<file path="src/rtl/pc_seq_pkg.sv">
// Package: shared instruction classes and decoded strobe bundle for the
// program counter sequencer. Assumes a 3-bit class code from the decoder.
package pc_seq_pkg;

    typedef enum logic [2:0] {
        CLS_STEP  = 3'd0,
        CLS_JUMP  = 3'd1,
        CLS_CALL  = 3'd2,
        CLS_RET   = 3'd3,
        CLS_IRET  = 3'd4,
        CLS_SAVE  = 3'd5,
        CLS_LOAD  = 3'd6,
        CLS_SPARE = 3'd7
    } cls_e;

    typedef struct packed {
        logic step;   // pc + 1
        logic skip;   // pc + 2, one bubble
        logic jump;   // spliced load, one bubble
        logic call;   // push then spliced load, one bubble
        logic ret;    // pop into pc, one bubble
        logic iret;   // pop into pc, set gie, one bubble
        logic save;   // capture accumulator and status
        logic load;   // present saved accumulator and status
    } strobe_t;

endpackage

</file>
<file path="src/rtl/pc_seq_ctrl.sv">
// Module: accepts one instruction per cycle, turns its class into one-hot
// strobes and inserts the single bubble cycle that branches and taken skips
// cost. Assumes op and skip_req are valid whenever issue is high.
module pc_seq_ctrl
    import pc_seq_pkg::*;
(
    input  logic       clk,
    input  logic       rst_n,
    input  logic       issue,
    input  logic [2:0] op,
    input  logic       skip_req,
    output logic       ready,
    output strobe_t    stb
);

    logic bubble_q;
    logic bubble_d;
    logic accept;

    assign ready  = ~bubble_q;
    assign accept = issue & ~bubble_q;

    // Decode the accepted class into strobes; nothing fires during a bubble.
    always_comb begin
        stb = '0;
        if (accept) begin
            unique case (cls_e'(op))
                CLS_STEP:  if (skip_req) stb.skip = 1'b1;
                           else          stb.step = 1'b1;
                CLS_JUMP:  stb.jump = 1'b1;
                CLS_CALL:  stb.call = 1'b1;
                CLS_RET:   stb.ret  = 1'b1;
                CLS_IRET:  stb.iret = 1'b1;
                CLS_SAVE:  begin stb.save = 1'b1; stb.step = 1'b1; end
                CLS_LOAD:  begin stb.load = 1'b1; stb.step = 1'b1; end
                CLS_SPARE: stb.step = 1'b1;
                default:   stb.step = 1'b1;
            endcase
        end
    end

    // Two-cycle classes request exactly one bubble.
    assign bubble_d = stb.jump | stb.call | stb.ret | stb.iret | stb.skip;

    // Bubble register: set for one cycle after a two-cycle class.
    always_ff @(posedge clk) begin
        if (!rst_n) bubble_q <= 1'b0;
        else        bubble_q <= bubble_d;
    end

endmodule

</file>
<file path="src/rtl/pc_call_stack.sv">
// Module: return-address stack with a wrapping write pointer, a saturating
// occupancy count and a sticky overflow flag. Assumes push and pop are never
// raised together and that DEPTH is a power of two, at least 2.
module pc_call_stack #(
    parameter int DEPTH = 8,
    parameter int W     = 16,
    localparam int PTR_W = $clog2(DEPTH),
    localparam int CNT_W = PTR_W + 1
) (
    input  logic             clk,
    input  logic             rst_n,
    input  logic             push,
    input  logic             pop,
    input  logic [W-1:0]     wdata,
    output logic [W-1:0]     top,
    output logic [PTR_W-1:0] ptr,
    output logic [CNT_W-1:0] count,
    output logic             overflow
);

    localparam logic [CNT_W-1:0] FULL = CNT_W'(DEPTH);

    logic [W-1:0]     ent [DEPTH];
    logic [PTR_W-1:0] ptr_q;
    logic [PTR_W-1:0] rd_idx;
    logic [CNT_W-1:0] cnt_q;
    logic             ovf_q;

    assign rd_idx   = ptr_q - PTR_W'(1);
    assign top      = ent[rd_idx];
    assign ptr      = ptr_q;
    assign count    = cnt_q;
    assign overflow = ovf_q;

    for (genvar i = 0; i < DEPTH; i++) begin : g_entry
        // Entry i: written by a push while the pointer addresses it.
        always_ff @(posedge clk) begin
            if (!rst_n)                               ent[i] <= '0;
            else if (push && ptr_q == PTR_W'(i))      ent[i] <= wdata;
        end
    end

    // Pointer: wraps modulo DEPTH in both directions.
    always_ff @(posedge clk) begin
        if (!rst_n)    ptr_q <= '0;
        else if (push) ptr_q <= ptr_q + PTR_W'(1);
        else if (pop)  ptr_q <= rd_idx;
    end

    // Occupancy: saturates at DEPTH on push and at zero on pop.
    always_ff @(posedge clk) begin
        if (!rst_n)                        cnt_q <= '0;
        else if (push && cnt_q != FULL)    cnt_q <= cnt_q + CNT_W'(1);
        else if (pop && cnt_q != '0)       cnt_q <= cnt_q - CNT_W'(1);
    end

    // Overflow: set by a push into a full stack, cleared only by reset.
    always_ff @(posedge clk) begin
        if (!rst_n)                     ovf_q <= 1'b0;
        else if (push && cnt_q == FULL) ovf_q <= 1'b1;
    end

endmodule

</file>
<file path="src/rtl/pc_shadow_regs.sv">
// Module: single save slot for accumulator and status. A load presents the
// saved values one cycle later; bits set in PROT_MASK are taken from the
// live status instead. Assumes save and load are never raised together.
module pc_shadow_regs #(
    parameter int          DW        = 8,
    parameter logic [7:0]  PROT_MASK = 8'h18
) (
    input  logic          clk,
    input  logic          rst_n,
    input  logic          save,
    input  logic          load,
    input  logic [DW-1:0] acc_in,
    input  logic [DW-1:0] status_in,
    output logic          restore_vld,
    output logic [DW-1:0] acc_restore,
    output logic [DW-1:0] status_restore
);

    logic [DW-1:0] acc_sv;
    logic [DW-1:0] st_sv;
    logic [DW-1:0] st_merge;
    logic          vld_q;
    logic [DW-1:0] acc_q;
    logic [DW-1:0] st_q;

    for (genvar b = 0; b < DW; b++) begin : g_bit
        if (b < 8 && PROT_MASK[b % 8]) begin : g_keep
            assign st_merge[b] = status_in[b];
        end else begin : g_restore
            assign st_merge[b] = st_sv[b];
        end
    end

    // Save slot: captured on a save instruction.
    always_ff @(posedge clk) begin
        if (!rst_n) begin
            acc_sv <= '0;
            st_sv  <= '0;
        end else if (save) begin
            acc_sv <= acc_in;
            st_sv  <= status_in;
        end
    end

    // Restore outputs: updated and flagged for one cycle after a load.
    always_ff @(posedge clk) begin
        if (!rst_n) begin
            vld_q <= 1'b0;
            acc_q <= '0;
            st_q  <= '0;
        end else begin
            vld_q <= load;
            if (load) begin
                acc_q <= acc_sv;
                st_q  <= st_merge;
            end
        end
    end

    assign restore_vld    = vld_q;
    assign acc_restore    = acc_q;
    assign status_restore = st_q;

endmodule

</file>
<file path="src/rtl/pc_sequencer.sv">
// Module: program counter sequencer top. Holds the program counter and the
// global interrupt enable, and ties together the control, the return stack
// and the save slot. Assumes a single instruction per accepted cycle.
module pc_sequencer
    import pc_seq_pkg::*;
#(
    parameter int PC_W   = 16,
    parameter int PAGE_W = 2,
    parameter int DEPTH  = 8,
    parameter int DW     = 8,
    parameter int TO_BIT = 4,
    parameter int PD_BIT = 3
) (
    input  logic                     clk,
    input  logic                     rst_n,
    input  logic                     issue,
    input  logic [2:0]               op,
    input  logic [PC_W-PAGE_W-1:0]   target,
    input  logic [PAGE_W-1:0]        rom_page,
    input  logic                     skip_req,
    input  logic [DW-1:0]            acc_in,
    input  logic [DW-1:0]            status_in,
    output logic                     ready,
    output logic [PC_W-1:0]          pc,
    output logic [$clog2(DEPTH)-1:0] stk_ptr,
    output logic [$clog2(DEPTH):0]   stk_count,
    output logic                     stk_overflow,
    output logic                     gie,
    output logic                     restore_vld,
    output logic [DW-1:0]            acc_restore,
    output logic [DW-1:0]            status_restore
);

    localparam logic [7:0] PROT_MASK = 8'((1 << TO_BIT) | (1 << PD_BIT));

    strobe_t         stb;
    logic [PC_W-1:0] pc_q;
    logic [PC_W-1:0] pc_d;
    logic [PC_W-1:0] pc_inc;
    logic [PC_W-1:0] stk_top;
    logic            gie_q;

    pc_seq_ctrl u_ctrl (
        .clk      (clk),
        .rst_n    (rst_n),
        .issue    (issue),
        .op       (op),
        .skip_req (skip_req),
        .ready    (ready),
        .stb      (stb)
    );

    assign pc_inc = pc_q + PC_W'(1);

    pc_call_stack #(.DEPTH(DEPTH), .W(PC_W)) u_stack (
        .clk      (clk),
        .rst_n    (rst_n),
        .push     (stb.call),
        .pop      (stb.ret | stb.iret),
        .wdata    (pc_inc),
        .top      (stk_top),
        .ptr      (stk_ptr),
        .count    (stk_count),
        .overflow (stk_overflow)
    );

    pc_shadow_regs #(.DW(DW), .PROT_MASK(PROT_MASK)) u_shadow (
        .clk            (clk),
        .rst_n          (rst_n),
        .save           (stb.save),
        .load           (stb.load),
        .acc_in         (acc_in),
        .status_in      (status_in),
        .restore_vld    (restore_vld),
        .acc_restore    (acc_restore),
        .status_restore (status_restore)
    );

    // Next program counter from the accepted strobe.
    always_comb begin
        pc_d = pc_q;
        if (stb.jump | stb.call)      pc_d = {rom_page, target};
        else if (stb.ret | stb.iret)  pc_d = stk_top;
        else if (stb.skip)            pc_d = pc_q + PC_W'(2);
        else if (stb.step)            pc_d = pc_inc;
    end

    // Program counter register.
    always_ff @(posedge clk) begin
        if (!rst_n) pc_q <= '0;
        else        pc_q <= pc_d;
    end

    // Global interrupt enable: set by an interrupt return.
    always_ff @(posedge clk) begin
        if (!rst_n)        gie_q <= 1'b0;
        else if (stb.iret) gie_q <= 1'b1;
    end

    assign pc  = pc_q;
    assign gie = gie_q;

endmodule

</file>
<file path="config.mk">
export PLATFORM = sky130hd
export DESIGN_NAME = pc_sequencer
export DESIGN_NICKNAME = d
export VERILOG_FILES = /design/src/rtl/pc_seq_pkg.sv /design/src/rtl/pc_seq_ctrl.sv /design/src/rtl/pc_call_stack.sv /design/src/rtl/pc_shadow_regs.sv /design/src/rtl/pc_sequencer.sv
export SDC_FILE = /design/constraint.sdc
export NUM_CORES = 1
export LEC_CHECK = 0
export BUFFER_PORTS_ARGS = -buffer_cell sky130_fd_sc_hd__buf_2
export CAP_MARGIN = 10
export CORE_ASPECT_RATIO = 1.75
export CORE_UTILIZATION = 55
export CTS_BUF_LIST = sky130_fd_sc_hd__clkbuf_4 sky130_fd_sc_hd__clkbuf_8 sky130_fd_sc_hd__clkbuf_16
export CTS_CLUSTER_SIZE = 28
export DETAILED_ROUTE_END_ITERATION = 8
export HOLD_SLACK_MARGIN = 0.1
export PLACE_DENSITY = 0.72
export SLEW_MARGIN = 20
export SYNTH_ARGS = -nofsm -noshare
export SYNTH_HDL_FRONTEND = slang
export SYNTH_SLANG_ARGS = --single-unit
export TNS_END_PERCENT = 10
</file>
<file path="constraint.sdc">
create_clock -name clk -period 4.45 [get_ports clk]
set_clock_uncertainty 0.15 [all_clocks]
set_input_delay 0.89 -clock clk [delete_from_list [all_inputs] [get_ports clk]]
set_output_delay 0.89 -clock clk [all_outputs]
set_load 0.01 [all_outputs]
</file>
==> impl_results.md <==
- Max-slew violations: 0
- Post-Route WL: 22,800 µm
- Vias per cell: 6.26
- Fill cells: 1,248
- Post-CTS sizing: 0
- Setup crit start kind: input port
- GRT overflow: 0
- Detailed Place HPWL: 15,500 µm
- Top-count cell post-synth: nor2_1
- Fin crit period: 3.15 ns
- H-tree Lvls: 4
- Post-synthesis area per instance: 11.4 µm²
- Netlist cell types: 71
- Final Core Density: 62.9%
- Worst path required time: 4.63 ns
- Setup bufs post-CTS: 0
- Clk pwr share: 39.2%
- Mapped Cells: 785
- Initial drt markers: 556
- Max Cap Viol: 0
- Worst EP arrival: 3.34 ns
- Layout cells sized above 1: 19.2%
- WL/cell: 21.9 µm
- Cell row count: 61
- P per Cell Area: 394 nW/µm²
- Crit path max-delay cell type: and2_1
- Vias: 6,501
- # clock sinks: 185
- Final ANT Viol Nets: 0
- Area of the mapped netlist: 8960 µm²
- Met1 Use GR: 30.0%
- Relative slew margins: 30.6%
- Flop pwr share: 49.5%
- Ys flop type: edfxtp_1
- Global-route wire length before repair: 35,200 µm
- Most used cell, CP: a21o_1
- Initial core utilization: 56.5%
- GR peak layer: met2
- Clk_lat worst skew: 0.45 ns
- CORE AREA: 15,900 µm²
- Sum Neg Setup Slack: 0 ns
- Yosys warnings: 0
- Asr flop ratio synth: 0%
- RSZ-0062 raised after global routing: false
- CTS tree: yes
- Critical path endpoint category: register
- Critical path peak fanout: 17
- Switching power: 1.10 mW
- Max Clock Freq: 0.317 GHz
- Failing checks: design-rule violations
- Slew @ Worst Pin: 1.03 ns
- Full die area: 16,800 µm²
- Number of flops mapped to enable cells by yosys: 128
- Met3 GRT Util: 4.00%
- Hold buffer count at cts: 0
- Run status: complete, but fails checks
- CTS Buf Count: 17
- First-pass DRT Iterations: 9
- Initial antenna violation count: 0
- Setup CP Type: input port to register
- Final GP Congestion: 0.874
- Vias in the first global route: 6,622
- Met2 GRT Util: 53.0%
- Largest net degree at the start of global routing: 44
- Sequential area share after synthesis: 55.6%
- Sw Ratio: 27.9%
- Leakage: 3.64 nW
- Top cells by area, synth: edfxtp_1 43%, dfxtp_1 13%, nor2_1 6.0%
- Synth top cells by count: 143 x nor2_1, 128 x edfxtp_1, 104 x nand2_1, 57 x dfxtp_1, 32 x a21boi_0
- Fin. Hold Viols: 0
- Power share of the combinational group: 11.3%
- Period utilization: 70.9%
- Post-synth top area cell: edfxtp_1
- Top Ports: 82
- Fin nets: 888
- Global Route Usage Sum: 28.5%
- Layout area overhead: 11.5%
- Die Y: 171 µm
- Syn Nets: 836
- Clock buffer depth: 2
- Cells along the critical path: buf_2 -> nor2b_1 -> and2_1 -> nand2_1 -> ha_1 -> a21o_1 -> a21oi_1 -> or3_1 -> a21o_1 -> and3_1
- Setup Viol. Count Final: 0
- DRC errors left: 10
- CTS clk-pin slew, worst paths: 0.08 ns
- Worst hold path type: register to register
- P_int: 2.84 mW
- Yosys reg bits: 185
- PortBufs: 81
- Clock tree root buffer cell: clkbuf_16
- Ant diodes: 0
- Die width: 98.5 µm
- Peak supply drop: 0.280 mV
- Yosys top cell area share: 42.9%
- CP max stage delay: 0.53 ns
-- layout by cell type, fill, tap and decap left out, drive strengths merged, types with 15 or more instances in the layout --
cell,n
mux2i,15
o21ai,20
clkbuf,17
a21boi,33
nand2,104
inv,18
nor2,143
mux4,32
edfxtp,128
buf,92
nand3,23
dfxtp,57
-- power by group through the flow --
| stage | clock network [mW] | logic [mW] | registers [mW] |
|---|---|---|---|
| 2_1_floorplan | 0 | 0.320 | 1.97 |
| 3_3_place_gp | 0 | 0.432 | 1.98 |
| 3_5_place_dp | 0 | 0.441 | 1.99 |
| 4_1_cts | 1.56 | 0.443 | 1.95 |
| 5_1_grt | 1.63 | 0.478 | 1.96 |
| 6_report | 1.55 | 0.445 | 1.95 |
-- worst max-delay path: cells and delay by family --
family / cells / cell delay (ns)
AOI/OAI and AO/OA: 3 / 0.36
buffers and inverters: 1 / 0.23
and+or+nand+nor: 5 / 1.51
adders and majority gates: 1 / 0.34
-- per-layer routing --
layer | routed length (µm) | vias to the layer above
li1 | - | 2937
met1 | 7930 | 3157
met4 | 1100 | 0
met3 | 1300 | 80
met2 | 12400 | 327
met5 | 0 | -
-- sequential cells by signal (all words and copies together) (netlist names) --
register / flops
u_stack.ent: 128
u_shadow.status_restore: 8
u_shadow.restore_vld: 1
pc: 16
u_shadow.acc_sv: 8
gie: 1
u_stack.overflow: 1
u_shadow.st_sv: 6
u_ctrl.bubble_q: 1
u_stack.ptr: 3
u_stack.count: 4
u_shadow.acc_restore: 8
-- stage by stage --
step	instances	total power, mW	hold slack, ns	cell area [µm²]	setup slack, ns
2_1_floorplan	785	2.29	0.291	8960	1.15
3_3_place_gp	1007	2.41	0.291	9380	0.955
3_5_place_dp	1007	2.43	0.297	9380	0.859
4_1_cts	1039	3.95	0.315	9990	1.31
5_1_grt	1039	4.06	0.338	9990	1.02
6_report	1039	3.94	0.310	9990	1.30
-- layout make-up --
cell class | instances | area, µm² | area share [%]
Timing Repair Buffer | 92 | 488 | 4.88
Sequential cell | 185 | 4990 | 49.9
Tap cell | 189 | 236 | 2.37
Multi-Input combinational cell | 531 | 3630 | 36.4
Clock inverter | 15 | 186 | 1.87
Clock buffer | 17 | 425 | 4.26
Inverter | 10 | 37.5 | 0.376
-- cells by family (layout without fill, tap and decap cells) --
family          count (synthesis)  in the layout  share of synthesized area [%]
simple gates                  328            328                           16.3
flops                         185            185                           55.6
fa+ha+maj                      13             13                           1.87
buf+inv                        69            134                           3.84
mux                            50             50                           10.5
xor+xnor                       24             24                           2.55
compound gates                116            116                           9.34
-- worst paths after layout --
kind	depth (start not counted)	slack, ns	start	to
setup / recovery	10	1.30	op[1]	u_stack.count[3]
hold / removal	1	0.31	u_stack.overflow	u_stack.overflow
setup reg to reg	7	1.43	u_stack.ptr[1]	pc[4]
hold reg to reg	1	0.31	u_stack.overflow	u_stack.overflow
Note: power is estimated with default switching activity, not from simulation.
